**config.mk**
```make
export PLATFORM = sky130hd
export DESIGN_NAME = serial_audio_rx
export DESIGN_NICKNAME = d
export VERILOG_FILES = /design/src/rtl/sar_pkg.sv /design/src/rtl/sar_bclk_sync.sv /design/src/rtl/sar_deframer.sv /design/src/rtl/sar_align.sv /design/src/rtl/serial_audio_rx.sv
export SDC_FILE = /design/constraint.sdc
export NUM_CORES = 1
export LEC_CHECK = 0
export BUFFER_PORTS_ARGS = -buffer_cell sky130_fd_sc_hd__buf_4
export CAP_MARGIN = 20
export CORE_AREA = 2 2 124 126
export CTS_BUF_LIST = sky130_fd_sc_hd__clkbuf_16
export DETAILED_ROUTE_END_ITERATION = 7
export DIE_AREA = 0 0 126 128
export GPL_TIMING_DRIVEN = 0
export PLACE_DENSITY = 0.91
export SETUP_SLACK_MARGIN = 0.4
export SLEW_MARGIN = 20
export SYNTH_ARGS = -nofsm -noshare
export SYNTH_HDL_FRONTEND = slang
export SYNTH_SLANG_ARGS = --single-unit
export TNS_END_PERCENT = 50
```
**constraint.sdc**
```tcl
create_clock -name clk_i -period 5.95 [get_ports clk_i]
set_input_delay 1.785 -clock clk_i [delete_from_list [all_inputs] [get_ports clk_i]]
set_output_delay 1.785 -clock clk_i [all_outputs]
set_load 0.02 [all_outputs]
```
**src/rtl/sar_pkg.sv**
```systemverilog
package sar_pkg;
  typedef enum logic [1:0] {
    FMT_RJ  = 2'b00,
    FMT_LJ  = 2'b01,
    FMT_I2S = 2'b10,
    FMT_DSP = 2'b11
  } fmt_e;

  typedef logic [5:0] wbits_t;

  function automatic wbits_t word_bits(logic [1:0] wl, logic rj);
    case (wl)
      2'b00:   return 6'd16;
      2'b01:   return 6'd20;
      2'b10:   return 6'd24;
      default: return rj ? 6'd24 : 6'd32;
    endcase
  endfunction
endpackage

```
**src/rtl/sar_bclk_sync.sv**
```systemverilog
module sar_bclk_sync #(
  parameter int STAGES = 2
) (
  input  logic clk_i,
  input  logic rst_ni,
  input  logic bck_inv_i,
  input  logic bck_i,
  input  logic lrck_i,
  input  logic sdat_i,
  output logic tick_o,
  output logic lr_o,
  output logic dat_o
);
  localparam int NSIG = 3;

  logic [NSIG-1:0] raw, sync;
  logic            bck_q;

  assign raw = {bck_i, lrck_i, sdat_i};

  for (genvar g = 0; g < NSIG; g++) begin : g_sync
    logic [STAGES-1:0] chain_q;
    always_ff @(posedge clk_i or negedge rst_ni) begin
      if (!rst_ni) chain_q <= '0;
      else         chain_q <= {chain_q[STAGES-2:0], raw[g]};
    end
    assign sync[g] = chain_q[STAGES-1];
  end

  always_ff @(posedge clk_i or negedge rst_ni) begin
    if (!rst_ni) bck_q <= 1'b0;
    else         bck_q <= sync[2];
  end

  // rising edge when not inverted, falling edge when inverted
  assign tick_o = (sync[2] != bck_q) && (sync[2] != bck_inv_i);
  assign lr_o   = sync[1];
  assign dat_o  = sync[0];

  p_tick_spaced_r7: assert property (@(posedge clk_i) disable iff (!rst_ni)
    tick_o |=> !tick_o);
endmodule

```
**src/rtl/sar_deframer.sv**
```systemverilog
module sar_deframer
  import sar_pkg::*;
#(
  parameter int MAX_W = 32,
  parameter int CNT_W = 7
) (
  input  logic             clk_i,
  input  logic             rst_ni,
  input  logic [1:0]       fmt_i,
  input  logic             lr_pol_i,
  input  logic [1:0]       wlen_i,
  input  logic             tick_i,
  input  logic             lr_i,
  input  logic             dat_i,
  output logic             emit_o,
  output logic             emit_right_o,
  output logic [MAX_W-1:0] raw_o,
  output wbits_t           width_o,
  output logic             rj_o
);
  localparam int IDX_W = $clog2(MAX_W);
  localparam logic [CNT_W-1:0] CNT_MAX = '1;

  logic             started_q, synced_q, prev_lr_q;
  logic [CNT_W-1:0] cnt_q;
  logic [MAX_W-1:0] cap_q, sh_q, cap_base, cap_nx;

  logic             is_dsp, is_rj, lr_eff, boundary, in_left, in_right, last;
  logic [CNT_W-1:0] k, off, j, wext, pos;
  wbits_t           wbits;

  always_comb begin
    is_dsp   = (fmt_e'(fmt_i) == FMT_DSP);
    is_rj    = (fmt_e'(fmt_i) == FMT_RJ);
    wbits    = word_bits(wlen_i, is_rj);
    wext     = CNT_W'(wbits);
    lr_eff   = is_dsp ? lr_i : (lr_i ^ lr_pol_i);
    case (fmt_e'(fmt_i))
      FMT_I2S: off = CNT_W'(1);
      FMT_DSP: off = lr_pol_i ? CNT_W'(2) : CNT_W'(1);
      default: off = '0;
    endcase
    boundary = started_q &&
               (is_dsp ? (lr_eff && !prev_lr_q) : (lr_eff != prev_lr_q));
    if (boundary)              k = '0;
    else if (cnt_q == CNT_MAX) k = cnt_q;
    else                       k = cnt_q + 1'b1;
    j        = k - off;
    in_left  = (k >= off) && (j < wext);
    in_right = is_dsp && (k >= off) && (j >= wext) && (j < {wext[CNT_W-2:0], 1'b0});
    pos      = in_right ? (j - wext) : j;
    last     = (in_left || in_right) && (pos == wext - 1'b1);
    cap_base = boundary ? '0 : cap_q;
    cap_nx   = cap_base;
    if (in_left || in_right)
      cap_nx[IDX_W'(MAX_W-1) - pos[IDX_W-1:0]] = dat_i;
  end

  always_ff @(posedge clk_i or negedge rst_ni) begin
    if (!rst_ni) begin
      started_q    <= 1'b0;
      synced_q     <= 1'b0;
      prev_lr_q    <= 1'b0;
      cnt_q        <= CNT_MAX;
      cap_q        <= '0;
      sh_q         <= '0;
      emit_o       <= 1'b0;
      emit_right_o <= 1'b0;
      raw_o        <= '0;
    end else begin
      emit_o <= 1'b0;
      if (tick_i) begin
        started_q <= 1'b1;
        prev_lr_q <= lr_eff;
        cnt_q     <= k;
        if (!is_dsp) begin
          cap_q <= cap_nx;
          if (boundary) begin
            synced_q     <= 1'b1;
            emit_o       <= synced_q;
            emit_right_o <= prev_lr_q;
            raw_o        <= is_rj ? sh_q : cap_q;
            sh_q         <= {{(MAX_W-1){1'b0}}, dat_i};
          end else begin
            sh_q <= {sh_q[MAX_W-2:0], dat_i};
          end
        end else if (last) begin
          emit_o       <= 1'b1;
          emit_right_o <= in_right;
          raw_o        <= cap_nx;
          cap_q        <= '0;
        end else begin
          cap_q <= cap_nx;
        end
      end
    end
  end

  assign width_o = wbits;
  assign rj_o    = is_rj;

  // a frame pulse can only emit within a bounded window after its start
  p_dsp_idle_r5: assert property (@(posedge clk_i) disable iff (!rst_ni)
    (is_dsp && cnt_q == CNT_MAX) |-> !emit_o);
endmodule

```
**src/rtl/sar_align.sv**
```systemverilog
module sar_align
  import sar_pkg::*;
#(
  parameter int MAX_W = 32,
  parameter int OUT_W = 24
) (
  input  logic [MAX_W-1:0] raw_i,
  input  wbits_t           width_i,
  input  logic             rj_i,
  output logic [OUT_W-1:0] smp_o
);
  logic [MAX_W-1:0] aligned;
  wbits_t           sh_amt;

  always_comb begin
    sh_amt  = wbits_t'(MAX_W) - width_i;
    aligned = rj_i ? (raw_i << sh_amt) : raw_i;
    smp_o   = aligned[MAX_W-1 -: OUT_W];
  end
endmodule

```
**src/rtl/serial_audio_rx.sv**
```systemverilog
module serial_audio_rx
  import sar_pkg::*;
#(
  parameter int SYNC_STAGES = 2,
  parameter int MAX_W       = 32,
  parameter int OUT_W       = 24,
  parameter int CNT_W       = 7
) (
  input  logic             clk_i,
  input  logic             rst_ni,
  input  logic [1:0]       fmt_i,
  input  logic             lr_pol_i,
  input  logic             bck_inv_i,
  input  logic [1:0]       wlen_i,
  input  logic             bck_i,
  input  logic             lrck_i,
  input  logic             sdat_i,
  output logic [OUT_W-1:0] smp_o,
  output logic             smp_valid_o,
  output logic             smp_right_o
);
  logic             tick, lr_s, dat_s, emit, emit_right, rj;
  logic [MAX_W-1:0] raw;
  logic [OUT_W-1:0] aligned;
  wbits_t           width;

  sar_bclk_sync #(.STAGES(SYNC_STAGES)) u_sync (
    .clk_i, .rst_ni, .bck_inv_i, .bck_i, .lrck_i, .sdat_i,
    .tick_o(tick), .lr_o(lr_s), .dat_o(dat_s)
  );

  sar_deframer #(.MAX_W(MAX_W), .CNT_W(CNT_W)) u_deframe (
    .clk_i, .rst_ni, .fmt_i, .lr_pol_i, .wlen_i,
    .tick_i(tick), .lr_i(lr_s), .dat_i(dat_s),
    .emit_o(emit), .emit_right_o(emit_right), .raw_o(raw),
    .width_o(width), .rj_o(rj)
  );

  sar_align #(.MAX_W(MAX_W), .OUT_W(OUT_W)) u_align (
    .raw_i(raw), .width_i(width), .rj_i(rj), .smp_o(aligned)
  );

  always_ff @(posedge clk_i or negedge rst_ni) begin
    if (!rst_ni) begin
      smp_o       <= '0;
      smp_valid_o <= 1'b0;
      smp_right_o <= 1'b0;
    end else begin
      smp_valid_o <= emit;
      if (emit) begin
        smp_o       <= aligned;
        smp_right_o <= emit_right;
      end
    end
  end

  p_valid_pulse_r9: assert property (@(posedge clk_i) disable iff (!rst_ni)
    smp_valid_o |=> !smp_valid_o);
  p_hold_r9: assert property (@(posedge clk_i) disable iff (!rst_ni)
    !$stable(smp_o) |-> smp_valid_o);
  p_pad16_r6: assert property (@(posedge clk_i) disable iff (!rst_ni)
    (smp_valid_o && wlen_i == 2'b00) |-> (smp_o[7:0] == 8'h00));
  p_pad20_r6: assert property (@(posedge clk_i) disable iff (!rst_ni)
    (smp_valid_o && wlen_i == 2'b01) |-> (smp_o[3:0] == 4'h0));
endmodule

```
# Yosys cells after proc, flatten, opt, wreduce, memory -nomap -nowiden
# Index checks and enable logic that the tools add are counted.
[classes]
add_sub_neg = 6
n_lt_le_gt_ge = 6
n_eq_ne = 10
n_shift = 1
n_mux = 29
bitwise_logic = 2
reduce_logical = 17
[ops]
columns = ["op", "count"]
rows = [
  ["32-bit 2-to-1 mux", 10],
  ["32-bit bitwise mux", 1],
  ["32-bit by 6-bit left shift with 32-bit output", 1],
  ["7-bit 2-to-1 mux", 3],
  ["6-bit case mux with 3 select lines", 1],
  ["7-bit case mux with 2 select lines", 1],
  ["1-bit 2-to-1 mux", 10],
  ["1-bit logical AND", 9],
  ["7-bit by 1-bit adder with 7-bit output, second input constant", 1],
  ["7-bit equality test", 1],
  ["7-bit equality test, second input constant", 1],
  ["7-bit by 6-bit greater-or-equal comparator with 1-bit output", 1],
  ["7-bit greater-or-equal comparator", 1],
  ["7-bit by 6-bit less-than comparator with 1-bit output", 1],
  ["7-bit less-than comparator", 1],
  ["6-bit by 1-bit subtractor with 7-bit output, second input constant", 1],
  ["7-bit by 6-bit subtractor with 7-bit output", 1],
  ["7-bit subtractor", 1],
  ["2-bit equality test, second input constant", 3],
  ["5-bit by 6-bit less-than comparator with 1-bit output, second input constant", 1],
  ["6-bit 2-to-1 mux", 1],
  ["3-bit AND reduction", 2],
  ["6-bit subtractor, first input constant", 1],
  ["1-bit demux with 5-bit select", 1],
  ["other kinds (13)", 16],
]
[word_totals]
register_bits = 141
inputBits = 11
output_inout_bits = 26
elab_cells = 87

# Longest topological paths before layout
[logic_depth]
word_depth = 20
ltp_mapped = 30
ltp_nobuf = 25

# By module
# Synthesis repeated with hierarchy kept, for this count alone.
[unflattened]
cells_unflattened = 1211
area_unflattened_um2 = 10820.4
[by_module_without_submodules]
columns = ["mod", "instances", "cells_each", "area_each_um2"]
rows = [
  ["sar_deframer", 1, 902, 7504.7],
  ["sar_align", 1, 245, 2059.5],
  ["serial_audio_rx", 1, 54, 1058.5],
  ["sar_bclk_sync", 1, 10, 197.7],
]

# Worst setup path before layout
# No wires, ideal clock.
[synth_timing]
path_type = "input to register"
from = "input port fmt_i[0]"
to = "register u_deframe.raw_o[10]"
setup_time_ns = 0.125
arrival_time_ns = 7.221
path_slack_ns = -1.396
stages = 25
cell_sequence = "clkbuf_1 nand2_1 nand2_1 xnor2_1 ha_1 a21oi_1 o21a_1 clkbuf_1 nor2_1 fa_1 nand2_1 o21ai_0 a21oi_1 inv_1 ha_1 o21ai_0 nand2b_1 a21oi_1 nand3_2 a2111o_1 nor2_1 o211ai_2 o32ai_4 buf_6 mux2_4"
[synth_between]
elab_chain_len = 20
elab_cells_between_ends = 43
cone_classes = "add/sub (4); order compare (6); eq/ne (5); mux (16); reduce/logical (12)"
[synth_rtl]
columns = ["item", "line_no", "text"]
rows = [
  ["start, declared", "serial_audio_rx.sv:11", "input logic [1:0] fmt_i,"],
  ["2-bit equality test (*)", "sar_deframer.sv:33", "is_dsp = (fmt_e'(fmt_i) == FMT_DSP);"],
  ["1-bit 2-to-1 mux (*)", "sar_deframer.sv:37", "lr_eff = is_dsp ? lr_i : (lr_i ^ lr_pol_i);"],
  ["named net u_deframe.lr_eff", "sar_deframer.sv:28", "logic is_dsp, is_rj, lr_eff, boundary, in_left, in_right, last;"],
  ["1-bit inequality test / 1-bit logical AND (equally long branches)", "sar_deframer.sv:44", "(is_dsp ? (lr_eff && !prev_lr_q) : (lr_eff != prev_lr_q));"],
  ["1-bit 2-to-1 mux (*)", "sar_deframer.sv:44", ""],
  ["1-bit logical AND (*)", "sar_deframer.sv:43", "boundary = started_q &&"],
  ["7-bit 2-to-1 mux (*)", "sar_deframer.sv:45", "if (boundary) k = '0;"],
  ["named net u_deframe.k[1]", "sar_deframer.sv:29", "logic [CNT_W-1:0] k, off, j, wext, pos;"],
  ["(+6 left out)", "--", ""],
  ["5-bit by 6-bit less-than comparator with 1-bit output (implied by the code) / 5-bit by 1-bit greater-or-equal comparator with 1-bit output (equally long branches)", "sar_deframer.sv:56", "cap_nx[IDX_W'(MAX_W-1) - pos[IDX_W-1:0]] = dat_i;"],
  ["1-bit logical AND (implied by the code)", "sar_deframer.sv:56", ""],
  ["1-bit 2-to-1 mux (implied by the code)", "sar_deframer.sv:56", ""],
  ["1-bit demux with 5-bit select", "--", ""],
  ["32-bit bitwise mux", "sar_deframer.sv:56", ""],
  ["32-bit 2-to-1 mux", "sar_deframer.sv:55", "if (in_left || in_right)"],
  ["32-bit 2-to-1 mux", "sar_deframer.sv:87", "end else if (last) begin"],
  ["32-bit 2-to-1 mux", "sar_deframer.sv:76", "if (!is_dsp) begin"],
  ["end signal, assigned", "sar_deframer.sv:82", "raw_o <= is_rj ? sh_q : cap_q;"],
  ["end signal, assigned", "sar_deframer.sv:90", "raw_o <= cap_nx;"],
  ["end, declared", "sar_deframer.sv:17", "output logic [MAX_W-1:0] raw_o,"],
]
# The timed path passes the listed nets; every way through them passes the cells marked *. The select of a mux whose other input is x is not followed.
# A chain may end at the register's enable or synchronous reset.

# Worst setup path after layout
[layout_timing]
from = "input port fmt_i[1]"
to = "register u_deframe.raw_o[25]"
# The elaborated chain is that of the path after synthesis.

==> out/metrics.yaml <==
dr_total_vias: 9553
post-route-util: 0.786
max_stage_delay_ns: 0.45
slew_viol_final: 0
htree_levels: 4
nNetsFinal: 1098
wl_met3_mm: 4.67
p_int_uw: 3350
yosys_warnings: 0
antenna_found_initial: 0
irDropWorstVdd_v: 0.000311
max_clock_freq_ghz: 0.145
relSlewSlack: 0.304
grt_pass1_vias: 8885
synthArstFlopShare: 1.00
layout_setup_ws_ns: -0.930
cts_tree: "yes"
synthFlopType: "dfrtp_1"
dieHeight_um: 128
gp_congestion: 0.988
synth_edf_count: 0
power.share.combinational: 0.551
post-route-min-period_ns: 6.88
insertion_delay_ns: 0.44
synthCells: 953
first_pass_iters: 8
maxCapViolations: 0
mostFrequentLayoutCells: "dfrtp_1 (134), nand2_1 (91), buf_4 (77), o21ai_0 (73), a21oi_1 (62)"
root_buffer: "clkbuf_16"
io_buffers: 36
grt_max_degree: 76
wl_met2_mm: 15.2
num_antenna_cells: 0
die_w_um: 126
finalSetupTns_ns: -50.69
p_total_uw: 6130
crit_path_frequent_cell: "buf_6"
cp-start-kind: "input pin"
hpwlAfterDp_mm: 19.2
cts_hold_buf: 0
synth.top_cells.by_area: "dfrtp_1 (37%), mux2i_1 (6.5%), mux2_4 (4.6%)"
tightest_slew_ns: 1.04
grtUsageTotal: 0.401
cts_buffers: 17
ant_nets: 0
switching_share: 0.453
initial_core_util: 0.615
met1Wirelength_mm: 11.9
post_drt_via_cell_ratio: 7.50
rsz0062_at_grt: "true"
clockBufferDepth: 2
hold_class: "flop to flop"
clkPwrFrac: 0.174
cts_sinks: 141
synth.distinct_cells: 72
seqPwrFrac: 0.275
power.density_nw_per_um2: 525
path_class: "input pin to flop"
violations: "DRC, setup timing"
routed_wl_mm: 34.8
synth_area_um2: 9150
p_leak_uw: 0.00481
hold_violations: 0
cp.arrival_ns: 7.21
avgSynthCellArea_um2: 9.60
grt_first_pass_wirelength_mm: 50.1
skew_ns: 0.0101
clk_pin_slew_worst_paths_ns: 0.06
core_um2: 14900
num-fill-cells: 837
cp_slowest_cell: "fa_1"
die_area_um2: 16100
switchingPower_uw: 2780
io_pins: 37
fin_crit_sh: 1.16
drive_gt1_frac: 0.276
cp_max_fo: 5
drt_iter0_drc: 1916
rows: 45
ys_seq_area_frac: 0.387
overflow: 0
final_common_cell: "dfrtp_1"
synth_nets: 978
setup_viol: 66
drc: 20
status: "finished, violations left"
area_growth_pct: 27.7
synth_top_cell_area_share: 0.367
endpoint_kind: "flop"
cp.required_ns: 6.28
drt-wirelength-per-cell_um: 27.3
yosys.area.top_type: "dfrtp_1"
ys_seq_elements: 141
top_layer_used: "met4"
power groups by stage:
stage	logic, uW	registers [uW]	clock network, uW
after floorplan	1600	1600	0
after global placement	2230	1590	0
after detailed placement	2310	1610	0
after CTS	2860	1600	1050
after global routing	3480	1700	1100
final	3370	1690	1070
registers in the layout, summed over array words and instances (netlist names):
register / cells
u_deframe.emit_right_o: 1
u_deframe.synced_q: 1
u_deframe.emit_o: 1
u_deframe.raw_o: 32
smp_valid_o: 1
u_sync.g_sync.chain_q: 6
u_deframe.sh_q: 32
u_deframe.cnt_q: 7
u_sync.bck_q: 1
u_deframe.started_q: 1
smp_right_o: 1
u_deframe.prev_lr_q: 1
smp_o: 24
u_deframe.cap_q: 32
timing repair:
| item | 4_1_cts | 5_1_grt |
|---|---|---|
| buffers inserted | 41 | 18 |
| pin swaps | 24 | 30 |
| gates resized for setup | 114 | 35 |
| gates cloned | 4 | 1 |
| endpoints found under the hold margin | 0 | 0 |
| setup endpoints to repair | 66 | 66 |
layout make-up:
cell class | instances | area (um^2) | share of cell area
Buffer | 78 | 532 | 0.0455
Sequential cell | 141 | 3540 | 0.303
Tap cell | 188 | 235 | 0.0201
Clock buffer | 17 | 425 | 0.0364
Multi-Input combinational cell | 723 | 5760 | 0.493
Timing Repair Buffer | 101 | 992 | 0.0850
Inverter | 11 | 48.8 | 0.00418
Clock inverter | 15 | 148 | 0.0126
routing by layer:
layer / global-route usage / vias to the layer above
met3: 0.119 / 320
met5: 0 / -
met2: 0.624 / 938
met1: 0.496 / 4505
met4: 0.242 / 0
li1: - / 3790
critical path, delay by kind of cell:
kind                       cells  cell delay, ns
and+or+nand+nor                7            0.98
buffers and inverters         10            1.25
muxes                          2            0.60
adders and majority gates      4            1.32
xor gates and xnor gates       2            0.46
AOI/OAI and AO/OA              5            0.77
kinds of logic (layout without fill, tap and decap cells):
| family | count (synthesis) | after routing | share of synthesized area |
|---|---|---|---|
| fa+ha+maj | 14 | 14 | 0.0208 |
| buf+inv | 89 | 222 | 0.0434 |
| flops | 141 | 141 | 0.387 |
| mux | 125 | 125 | 0.173 |
| simple gates | 278 | 278 | 0.144 |
| compound gates | 296 | 296 | 0.221 |
| xor+xnor | 10 | 10 | 0.0104 |
cell usage after synthesis, types with 3 or more instances:
library cell / count
a211oi_1: 15
a21oi_1: 68
a221o_1: 3
a22o_1: 31
a22oi_1: 8
a311o_1: 9
a32oi_1: 9
and2_1: 9
and3_1: 5
buf_1: 5
buf_6: 7
clkbuf_1: 62
dfrtp_1: 134
dfstp_2: 7
ha_1: 12
inv_1: 10
mux2_2: 25
mux2_4: 28
mux2i_1: 59
mux4_2: 12
nand2_1: 98
nand2b_1: 9
nand3_1: 25
nand4_1: 4
nor2_1: 57
nor2b_1: 5
nor3_1: 29
nor3b_1: 9
o211ai_1: 32
o21a_1: 5
o21ai_0: 84
o32a_1: 9
or2_2: 3
or3_1: 12
xnor2_1: 8
per-stage QoR:
stage / hold slack [ns] / instances / cell area [um^2] / setup WS (ns)
after floorplan: 0.331 / 953 / 9280 / -0.747
after global placement: 0.333 / 1177 / 9790 / -1.54
after detailed placement: 0.335 / 1178 / 9820 / -1.66
after CTS: 0.348 / 1255 / 11400 / -0.325
after global routing: 0.357 / 1274 / 11700 / -0.913
final: 0.348 / 1274 / 11700 / -0.930
path summary, 6_finish.rpt:
kind / from / end / slack (ns) / depth (start not counted)
setup / recovery: fmt_i[1] / u_deframe.raw_o[25] / -0.93 / 30
hold / removal: u_sync.g_sync[2].chain_q[0] / u_sync.g_sync[2].chain_q[1] / 0.35 / 0
setup reg to reg: u_deframe.cnt_q[0] / u_deframe.raw_o[25] / -0.16 / 26
hold reg to reg: u_sync.g_sync[2].chain_q[0] / u_sync.g_sync[2].chain_q[1] / 0.35 / 0
max in group asynchronous: rst_ni / u_deframe.raw_o[27] / 3.93 / 2
min in group asynchronous: rst_ni / u_deframe.started_q / 1.28 / 1
Note: power is estimated with default switching activity, not from simulation.
